[src/rtl/rft_pkg.sv]
package rft_pkg;
    localparam int CLK_W     = 22;
    localparam int SYM_W     = 8;
    localparam int FRM_W     = 12;
    localparam int LUT_DEPTH = 16;
    localparam int N_EVT     = 8;
    localparam int EVT_W     = 22;
    localparam int N_TMR     = 3;
    localparam int N_REF     = 2 * N_TMR;
    localparam int SEL_W     = 3;

    typedef enum logic [SEL_W-1:0] {
        REF_MAIN_SYM = 3'd0,
        REF_MAIN_FRM = 3'd1,
        REF_UL_SYM   = 3'd2,
        REF_UL_FRM   = 3'd3,
        REF_DL_SYM   = 3'd4,
        REF_DL_FRM   = 3'd5,
        REF_OFF_A    = 3'd6,
        REF_OFF_B    = 3'd7
    } ref_sel_e;

    // Returns the boundary strobe named by a reference code; codes past the
    // last boundary select nothing.
    function automatic logic pick_ref(input logic [SEL_W-1:0] sel,
                                      input logic [N_REF-1:0] refs);
        logic hit;
        hit = 1'b0;
        for (int i = 0; i < N_REF; i++) begin
            if (sel == SEL_W'(i)) hit = refs[i];
        end
        return hit;
    endfunction
endpackage

[src/rtl/rft_radio_ctr.sv]
module rft_radio_ctr #(
    parameter int CLK_W = 22,
    parameter int SYM_W = 8,
    parameter int FRM_W = 12,
    parameter int DEPTH = 16
) (
    input  logic                   clk,
    input  logic                   rst,
    input  logic                   sync_i,
    input  logic [CLK_W-1:0]       init_clk_i,
    input  logic [DEPTH*CLK_W-1:0] lut_i,
    input  logic [SYM_W-1:0]       sym_tc_i,
    input  logic [FRM_W-1:0]       frm_tc_i,
    output logic [CLK_W-1:0]       clk_o,
    output logic [SYM_W-1:0]       sym_o,
    output logic [FRM_W-1:0]       frm_o,
    output logic                   sym_stb_o,
    output logic                   frm_stb_o
);
    localparam int IDX_W = (DEPTH > 1) ? $clog2(DEPTH) : 1;
    localparam logic [IDX_W-1:0] IDX_LAST = IDX_W'(DEPTH - 1);

    typedef struct packed {
        logic [CLK_W-1:0] clk;
        logic [SYM_W-1:0] sym;
        logic [FRM_W-1:0] frm;
        logic [IDX_W-1:0] idx;
    } ctr_t;

    logic [CLK_W-1:0] tc_tab [DEPTH];
    ctr_t q, d;
    logic sym_end, frm_end;

    for (genvar g = 0; g < DEPTH; g++) begin : g_tab
        assign tc_tab[g] = lut_i[g*CLK_W +: CLK_W];
    end

    always_comb begin
        sym_end = (q.clk == tc_tab[q.idx]);
        frm_end = sym_end && (q.sym == sym_tc_i);
        d = q;
        if (sync_i) begin
            d     = '0;
            d.clk = init_clk_i;
        end else if (!sym_end) begin
            d.clk = q.clk + 1'b1;
        end else begin
            d.clk = '0;
            if (frm_end) begin
                d.sym = '0;
                d.idx = '0;
                d.frm = (q.frm == frm_tc_i) ? '0 : q.frm + 1'b1;
            end else begin
                d.sym = q.sym + 1'b1;
                d.idx = (q.idx == IDX_LAST) ? '0 : q.idx + 1'b1;
            end
        end
    end

    always_ff @(posedge clk) begin
        if (rst) q <= '0;
        else     q <= d;
    end

    assign clk_o     = q.clk;
    assign sym_o     = q.sym;
    assign frm_o     = q.frm;
    assign sym_stb_o = sym_end;
    assign frm_stb_o = frm_end;
endmodule

[src/rtl/rft_phy_ctr.sv]
module rft_phy_ctr #(
    parameter int CLK_W = 22,
    parameter int FRM_W = 12
) (
    input  logic             clk,
    input  logic             rst,
    input  logic             sync_i,
    input  logic [CLK_W-1:0] tc_i,
    output logic [CLK_W-1:0] clk_o,
    output logic [FRM_W-1:0] frm_o,
    output logic             stb_o
);
    logic [CLK_W-1:0] clk_q;
    logic [FRM_W-1:0] frm_q;
    logic             wrap;

    assign wrap = (clk_q == tc_i);

    always_ff @(posedge clk) begin
        if (rst || sync_i) begin
            clk_q <= '0;
            frm_q <= '0;
        end else if (wrap) begin
            clk_q <= '0;
            frm_q <= frm_q + 1'b1;
        end else begin
            clk_q <= clk_q + 1'b1;
        end
    end

    assign clk_o = clk_q;
    assign frm_o = frm_q;
    assign stb_o = wrap;
endmodule

[src/rtl/rft_event_gen.sv]
module rft_event_gen
    import rft_pkg::*;
#(
    parameter int EVT_W = 22
) (
    input  logic             clk,
    input  logic             rst,
    input  logic             sync_i,
    input  logic [N_REF-1:0] refs_i,
    input  logic [SEL_W-1:0] sel_i,
    input  logic [EVT_W-1:0] mod_i,
    input  logic [EVT_W-1:0] off_i,
    output logic             evt_o
);
    typedef struct packed {
        logic             active;
        logic [EVT_W-1:0] cnt;
    } evt_state_t;

    evt_state_t st;
    logic       ref_hit;

    assign ref_hit = pick_ref(sel_i, refs_i);

    always_ff @(posedge clk) begin
        if (rst || sync_i) begin
            st <= '0;
        end else if (mod_i == '0) begin
            st.active <= 1'b0;
        end else if (ref_hit) begin
            st.active <= 1'b1;
            st.cnt    <= off_i;
        end else if (st.active) begin
            st.cnt <= (st.cnt == '0) ? mod_i - 1'b1 : st.cnt - 1'b1;
        end
    end

    assign evt_o = st.active && (st.cnt == '0);
endmodule

[src/rtl/radio_frame_timer.sv]
module radio_frame_timer
    import rft_pkg::*;
#(
    parameter int CLK_W = rft_pkg::CLK_W,
    parameter int SYM_W = rft_pkg::SYM_W,
    parameter int FRM_W = rft_pkg::FRM_W,
    parameter int DEPTH = rft_pkg::LUT_DEPTH,
    parameter int NEVT  = rft_pkg::N_EVT,
    parameter int EVT_W = rft_pkg::EVT_W
) (
    input  logic                   clk,
    input  logic                   rst,
    input  logic                   sync_i,
    input  logic [DEPTH*CLK_W-1:0] lut_tc_i,
    input  logic [SYM_W-1:0]       sym_tc_i,
    input  logic [FRM_W-1:0]       frm_tc_i,
    input  logic [CLK_W-1:0]       ul_init_i,
    input  logic [CLK_W-1:0]       dl_init_i,
    input  logic [CLK_W-1:0]       phy_tc_i,
    input  logic [NEVT*SEL_W-1:0]  evt_sel_i,
    input  logic [NEVT*EVT_W-1:0]  evt_mod_i,
    input  logic [NEVT*EVT_W-1:0]  evt_off_i,
    output logic [N_TMR*CLK_W-1:0] tmr_clk_o,
    output logic [N_TMR*SYM_W-1:0] tmr_sym_o,
    output logic [N_TMR*FRM_W-1:0] tmr_frm_o,
    output logic [N_TMR-1:0]       sym_stb_o,
    output logic [N_TMR-1:0]       frm_stb_o,
    output logic [CLK_W-1:0]       phy_clk_o,
    output logic [FRM_W-1:0]       phy_frm_o,
    output logic                   phy_stb_o,
    output logic [NEVT-1:0]        evt_o
);
    logic [CLK_W-1:0] init_v [N_TMR];
    logic [N_REF-1:0] refs;

    assign init_v[0] = '0;
    assign init_v[1] = ul_init_i;
    assign init_v[2] = dl_init_i;

    for (genvar t = 0; t < N_TMR; t++) begin : g_tmr
        rft_radio_ctr #(
            .CLK_W(CLK_W), .SYM_W(SYM_W), .FRM_W(FRM_W), .DEPTH(DEPTH)
        ) u_ctr (
            .clk        (clk),
            .rst        (rst),
            .sync_i     (sync_i),
            .init_clk_i (init_v[t]),
            .lut_i      (lut_tc_i),
            .sym_tc_i   (sym_tc_i),
            .frm_tc_i   (frm_tc_i),
            .clk_o      (tmr_clk_o[t*CLK_W +: CLK_W]),
            .sym_o      (tmr_sym_o[t*SYM_W +: SYM_W]),
            .frm_o      (tmr_frm_o[t*FRM_W +: FRM_W]),
            .sym_stb_o  (sym_stb_o[t]),
            .frm_stb_o  (frm_stb_o[t])
        );
        assign refs[2*t]   = sym_stb_o[t];
        assign refs[2*t+1] = frm_stb_o[t];
    end

    rft_phy_ctr #(.CLK_W(CLK_W), .FRM_W(FRM_W)) u_phy (
        .clk    (clk),
        .rst    (rst),
        .sync_i (sync_i),
        .tc_i   (phy_tc_i),
        .clk_o  (phy_clk_o),
        .frm_o  (phy_frm_o),
        .stb_o  (phy_stb_o)
    );

    for (genvar e = 0; e < NEVT; e++) begin : g_evt
        rft_event_gen #(.EVT_W(EVT_W)) u_evt (
            .clk    (clk),
            .rst    (rst),
            .sync_i (sync_i),
            .refs_i (refs),
            .sel_i  (evt_sel_i[e*SEL_W +: SEL_W]),
            .mod_i  (evt_mod_i[e*EVT_W +: EVT_W]),
            .off_i  (evt_off_i[e*EVT_W +: EVT_W]),
            .evt_o  (evt_o[e])
        );
    end
endmodule

[config.mk]
export PLATFORM = sky130hd
export DESIGN_NAME = radio_frame_timer
export DESIGN_NICKNAME = d
export VERILOG_FILES = /design/src/rtl/rft_pkg.sv /design/src/rtl/rft_radio_ctr.sv /design/src/rtl/rft_phy_ctr.sv /design/src/rtl/rft_event_gen.sv /design/src/rtl/radio_frame_timer.sv
export SDC_FILE = /design/constraint.sdc
export NUM_CORES = 2
export LEC_CHECK = 0
export CAP_MARGIN = 20
export CORE_AREA = 3 3 388 390
export CTS_CLUSTER_SIZE = 24
export DETAILED_ROUTE_END_ITERATION = 8
export DIE_AREA = 0 0 391 393
export PLACE_DENSITY = 0.54
export SLEW_MARGIN = 20
export SYNTH_ARGS = -nofsm -noshare
export SYNTH_HDL_FRONTEND = slang
export SYNTH_HIERARCHICAL = 1
export SYNTH_SLANG_ARGS = --single-unit
export TNS_END_PERCENT = 10
[constraint.sdc]
create_clock -name clk -period 6.9 [get_ports clk]
set_input_delay 1.38 -clock clk [delete_from_list [all_inputs] [get_ports clk]]
set_output_delay 1.38 -clock clk [all_outputs]
set_load 0.02 [all_outputs]
Yosys cells after proc, flatten, opt, wreduce, memory -nomap -nowiden:

Index checks and enable logic that the tools add are counted.

* add/subtract/negate cells: 30
* order comparisons: 3
* eq/ne operators: 53
* multiplexer cells: 101
* bitwise logic cells: 11
* reduce and logical (&&, ||, !) cells: 66

Operators with widths (number)
* $mux 22: 32
* $logic_not 22->1: 16
* $sub 22x1->22 const B: 16
* $bmux 22 s4: 3
* $mux 46: 2
* $add 22x1->22 const B: 4
* $eq 22x22->1: 4
* $mux 12: 5
* $add 12x1->12 const B: 4
* $eq 3x2->1 const B: 16
* $eq 3x3->1 const B: 16
* $mux 1: 48
* $mux 24: 2
* $eq 12x12->1: 3
* $add 8x1->8 const B: 3
* $eq 3x1->1 const B: 8
* $eq 8x8->1: 3
* $logic_not 3->1: 8
* $mux 4: 6
* $mux 8: 3
* $reduce_and 2->1: 11
* $reduce_or 2->1: 10
* $reduce_bool 2->1: 8
* $ge 5x5->1 const B: 3
* other kinds (7): 30

* register bits after elaboration: 356
* input port bits: 817
* output and inout port bits: 175
* word-level logic and storage cells: 294

Logic depth before layout (Yosys ltp):

* word-level depth: 13
* gate-level depth with buffers: 24
* gate-level depth less buffers: 15

Cells and area by module:

The synthesis kept the hierarchy.

Modules (own cells, without submodules)
* rft_radio_ctr: times used 3, cells an instance 615, area each 6292.3 um^2, seq. area each 920.9 um^2
* rft_event_gen (g_evt[0].u_evt ...): times used 7, cells an instance 285, area each 2078.2 um^2, seq. area each 460.4 um^2
* rft_event_gen (g_evt[1].u_evt): times used 1, cells an instance 258, area each 1996.9 um^2, seq. area each 460.4 um^2
* rft_phy_ctr: times used 1, cells an instance 210, area each 1769.2 um^2, seq. area each 680.7 um^2
* radio_frame_timer: times used 1, cells an instance 1, area each 3.8 um^2, seq. area each 0.0 um^2

Least setup slack after synthesis:

No wires, ideal clock.

* path type: in2reg
* from: in lut_tc_i[166]
* to: reg g_evt[0].u_evt/st[9] in the netlist's numbering
* arrival time: 5.486 ns
* data required time: 6.814 ns
* path slack: 1.328 ns
* cell stages on the path: 16
* buffers on the path: 3
* cell sequence: mux4_2 > mux2i_1 > mux2_2 > a221oi_2 > o2111ai_1 > or4_4 > buf_6 > or3_4 > buf_2 > inv_1 > mux4_2 > o2bb2ai_1 > o22a_1 > clkbuf_1 > o21ai_1 > a221oi_2

* elaborated cells between the ends (all ways): 24

RTL lines
* start: declaration: line radio_frame_timer.sv:14 `input logic [DEPTH*CLK_W-1:0] lut_tc_i,`
* $bmux 22 s4 *: line rft_radio_ctr.sv:39 `sym_end = (q.clk == tc_tab[q.idx]);`
* $mux 22 (implied by the code) * (2 in a row): line rft_radio_ctr.sv:39
* $eq 22x22->1 *: line rft_radio_ctr.sv:39
* $logic_and 1x1->1 *: line rft_radio_ctr.sv:40 `frm_end = sym_end && (q.sym == sym_tc_i);`
* net frm_stb_o[1]: line radio_frame_timer.sv:27 `output logic [N_TMR-1:0] frm_stb_o,`
* $mux 1 * (3 in a row): line rft_pkg.sv:30 `if (sel == SEL_W'(i)) hit = refs[i];`
* $reduce_bool 2->1 (no line)
* $reduce_and 2->1 (no line)
* end: declaration: line rft_event_gen.sv:20 `evt_state_t st;`

The timed path passes the listed nets; every way through them passes the cells marked *. The select of a mux whose other input is x is not followed.
A chain may end at the register's enable or synchronous reset.

Final worst setup path:

* from: in lut_tc_i[350]
* to: out sym_stb_o[0]

* cells in the longest elaborated chain, start to end: 4

Ends and longest elaborated chain
* $bmux 22 s4: line rft_radio_ctr.sv:39
* $mux 22 (implied by the code) (2 in a row): line rft_radio_ctr.sv:39
* $eq 22x22->1: line rft_radio_ctr.sv:39
* end: declaration: line radio_frame_timer.sv:26 `output logic [N_TMR-1:0] sym_stb_o,`

Every way passes these cells. The select of a mux whose other input is x is not followed.

==> metrics.txt <==
total CTS buffers=roughly 50; Yosys top cell by area=dfxtp_1; ranking of synthesized cells by area=dfxtp_1, mux4_2, mux2i_1, xnor2_1, a21oi_1; CP endpoint kind=output port; placed wire-length estimate=roughly 170000 um; Cell Rows=between 100 and 150; WP data required=approximately 5500 ps; DRC viols=0; Multi-input gate area=about 27000 um2; core area=147000 um2; Post-synth top flop=dfxtp_1; Fmax=roughly 0.15 GHz; Worst-Skew Late Latency=between 600 and 700 ps; DP Area=slightly below 50000 um2; EDFF count, synth=0; CP dominant cell by count=clkdlybuf4s50_1; Sink Count=~360; clock root buffer=clkbuf_16; routability congestion estimate from global placement=approximately 0.95; yosys warns=6; Hold Crit Start=u_phy/frm_o[8]; number of buffers added on ports=slightly below 1000; CTS tree=done; starting utilization of the core area=about a quarter; via/cell ratio=roughly 5.7; CTS max path bufs=3; clock transition at the registers of the reported paths=~50 ps; layout net count=5936; FF-to-FF path depth=16; critical path arrival=between 5000 and 6000 ps; hold buffer count at CTS=0; Gate power share=a little over a fifth; routed length per instance=just under 30 um; Worst Tran Pin Value=~1100 ps; cell-by-cell trace of the critical path=clkdlybuf4s50_1, mux4_2, mux2i_1, xnor2_1, a221oi_2, o2111ai_1, or4_4, or3b_1, inv_1, buf_12, clkdlybuf4s50_1; Relative slew margins=a little over a quarter; H-tree depth=2; largest net degree at the start of global routing=between 50 and 60; Period Utilization, post-route=98.9%; Die H=approximately 390 um; Max-cap violations=0; final wirelength=209000 um; library cells used by synthesis=between 90 and 100; Clock Skews=between 40 and 50 ps; reg2reg end=g_evt[0].u_evt/st[21]; number of synthesized register bits=roughly 360; Crit Reg-Reg Startpoint=g_tmr[1].u_ctr/q[2]; FFs w/ async S/R, synth=0%; Syn Inst Count=~4300; final setup vio count=0; remaining antenna violation count=0; Final Cell Area=about 50000 um2; Worst Hold End=u_phy/frm_o[8]; initial antenna violation count=70; Hold Path Cell Cnt=2; Hold Fails Final Rpt=0; I/O pins=approximately 990; Hold/Removal Path Class=flip-flop to flip-flop; Register Area=between 7000 and 8000 um2; Mapped Area=37200 um2; Max VDD drop=0.211 mV; status=finished, final reports clean; FILL cells=15300; critical path class=input port to output port; die width=between 300 and 400 um; Max Slew Vio Count=0; postcts setup bufs=0; 1st-iter DRT viols=about 3300; Net Sw Frac=between 20% and 30%; Critical Path Fanout Max=9; average size of a mapped cell=approximately 8.6 um2; Clk pwr share=about 44%; post-route minimum period=6820 ps; power per cell area=127 nW/um2; Area Overhead vs Synth=34.8%; CP Launch Type=input port; internal power=around 0.0045 W; r2r setup slk=1110 ps; most frequent cells in the layout=clkdlybuf4s50_1, dfxtp_1, nand2_1; Crit path largest cell delay=630 ps; global-route wire length before repair=approximately 290000 um; grt total ovfl=0; total iterations of the first detailed-routing run=5; critical path's slowest cell=or4_4; Vias=40400; Post-CTS Resized=0; commonest non-fill, non-tap cell in the layout=clkdlybuf4s50_1; Synth top area share=between 10% and 20%; number of global-route vias before repair=39500; RSZ-0062 raised after global routing=false; Total GRT Usage=25.8%; Switch Pwr=about 0.0019 W; Die ar.=around 150000 um2; Fin Setup TNS=0 ps; Leak=~17 nW; sequential area share after synthesis=a little under a fifth; sequential power share=roughly a third; share of layout cells above drive strength 1=a little over an eighth
-- worst max-delay path by stage --
stage / start / cells after the start / to
6_report: lut_tc_i[350] / 11 / sym_stb_o[0]
5_1_grt: lut_tc_i[214] / 11 / sym_stb_o[0]
4_1_cts: lut_tc_i[254] / 11 / sym_stb_o[0]
3_5_place_dp: lut_tc_i[254] / 11 / sym_stb_o[0]
3_3_place_gp: lut_tc_i[214] / 11 / sym_stb_o[0]
2_1_floorplan: lut_tc_i[166] / 16 / g_evt[0].u_evt/st[9]
-- Yosys cell counts (22+ instances only) --
library cell  number
dfxtp_1          356
nand2_1          324
a21oi_1          322
nor2_1           311
mux4_2           245
mux2i_1          228
xnor2_1          195
buf_4            160
nand3_1          142
clkbuf_1         130
nor3_1           128
xor2_1           116
o21ai_0          110
and3_1           101
nor4_1            93
inv_1             85
o21ai_1           73
a31oi_1           71
a32o_1            67
buf_2             57
o211ai_1          57
o311ai_0          57
nand4_1           56
buf_6             48
o22ai_1           47
or4_1             47
or3_1             45
or2_2             40
nor2b_1           36
a22oi_1           35
a311oi_1          35
ha_1              22
o31ai_1           22
-- stage by stage --
stage               worst slack (ps)  utilization (%)  total power [W]  hold slack [ps]  cells
floorplan                       1330                -          0.00272              455   4330
global placement                98.3             32.7          0.00359              475   6974
detailed placement              52.1             32.7          0.00359              481   6974
CTS                             51.8             33.9          0.00647              490   7070
global route                    10.2             34.0          0.00662              515   7104
finish                          76.0             34.0          0.00637              487   7114
-- critical path: cells and delay by family --
kind / cells / cell delay [ps]
mux: 2 / 790
xor+xnor: 1 / 140
simple gates: 2 / 1090
buf+inv: 4 / 1410
compound gates: 2 / 610
-- power groups by stage --
stage,clock network (W),logic [W],registers (W)
6_report,0.00282,0.00140,0.00216
5_1_grt,0.00298,0.00147,0.00216
4_1_cts,0.00292,0.00139,0.00216
3_5_place_dp,0,0.00138,0.00221
3_3_place_gp,0,0.00138,0.00221
2_1_floorplan,0,0.000562,0.00216
-- sequential cells by signal, indices dropped and copies added, names as in the netlist --
register           flops
u_phy/clk_o           22
u_phy/frm_o           12
g_tmr.u_ctr/frm_o     36
g_tmr.u_ctr/clk_o     66
g_tmr.u_ctr/q         12
g_tmr.u_ctr/sym_o     24
g_evt.u_evt/st       184
-- cells by family after synthesis --
group / Yosys count / synth area share [%]
AND/OR/NAND/NOR: 1510 / 22.1
AO/OA/AOI/OAI: 1105 / 20.4
buffers and inverters: 513 / 8.47
multiplexers: 491 / 21.7
flip-flops: 356 / 19.2
XOR/XNOR: 311 / 7.32
adder cells (fa/ha/maj): 22 / 0.740
other: 1 / 0.0101
-- metal layers --
metal / up-vias / part of all wire (%) / global-route usage (%)
met5: - / 0.12 / 0
met1: 19800 / 36 / 28.8
met3: 424 / 7.7 / 5.72
met2: 1884 / 49 / 45.2
met4: 36 / 6.4 / 14.8
li1: 18200 / - / -
-- cell type report --
cell class / count / area share (%)
timing repair buffer: 1142 / 22.5
sequential: 356 / 14.3
clock buffer: 74 / 3.00
tap: 1930 / 4.82
inverter: 85 / 0.637
antenna: 44 / 0.220
multi-input combinational: 3461 / 54.1
clock inverter: 22 / 0.467
Note: power is estimated with default switching activity, not from simulation.
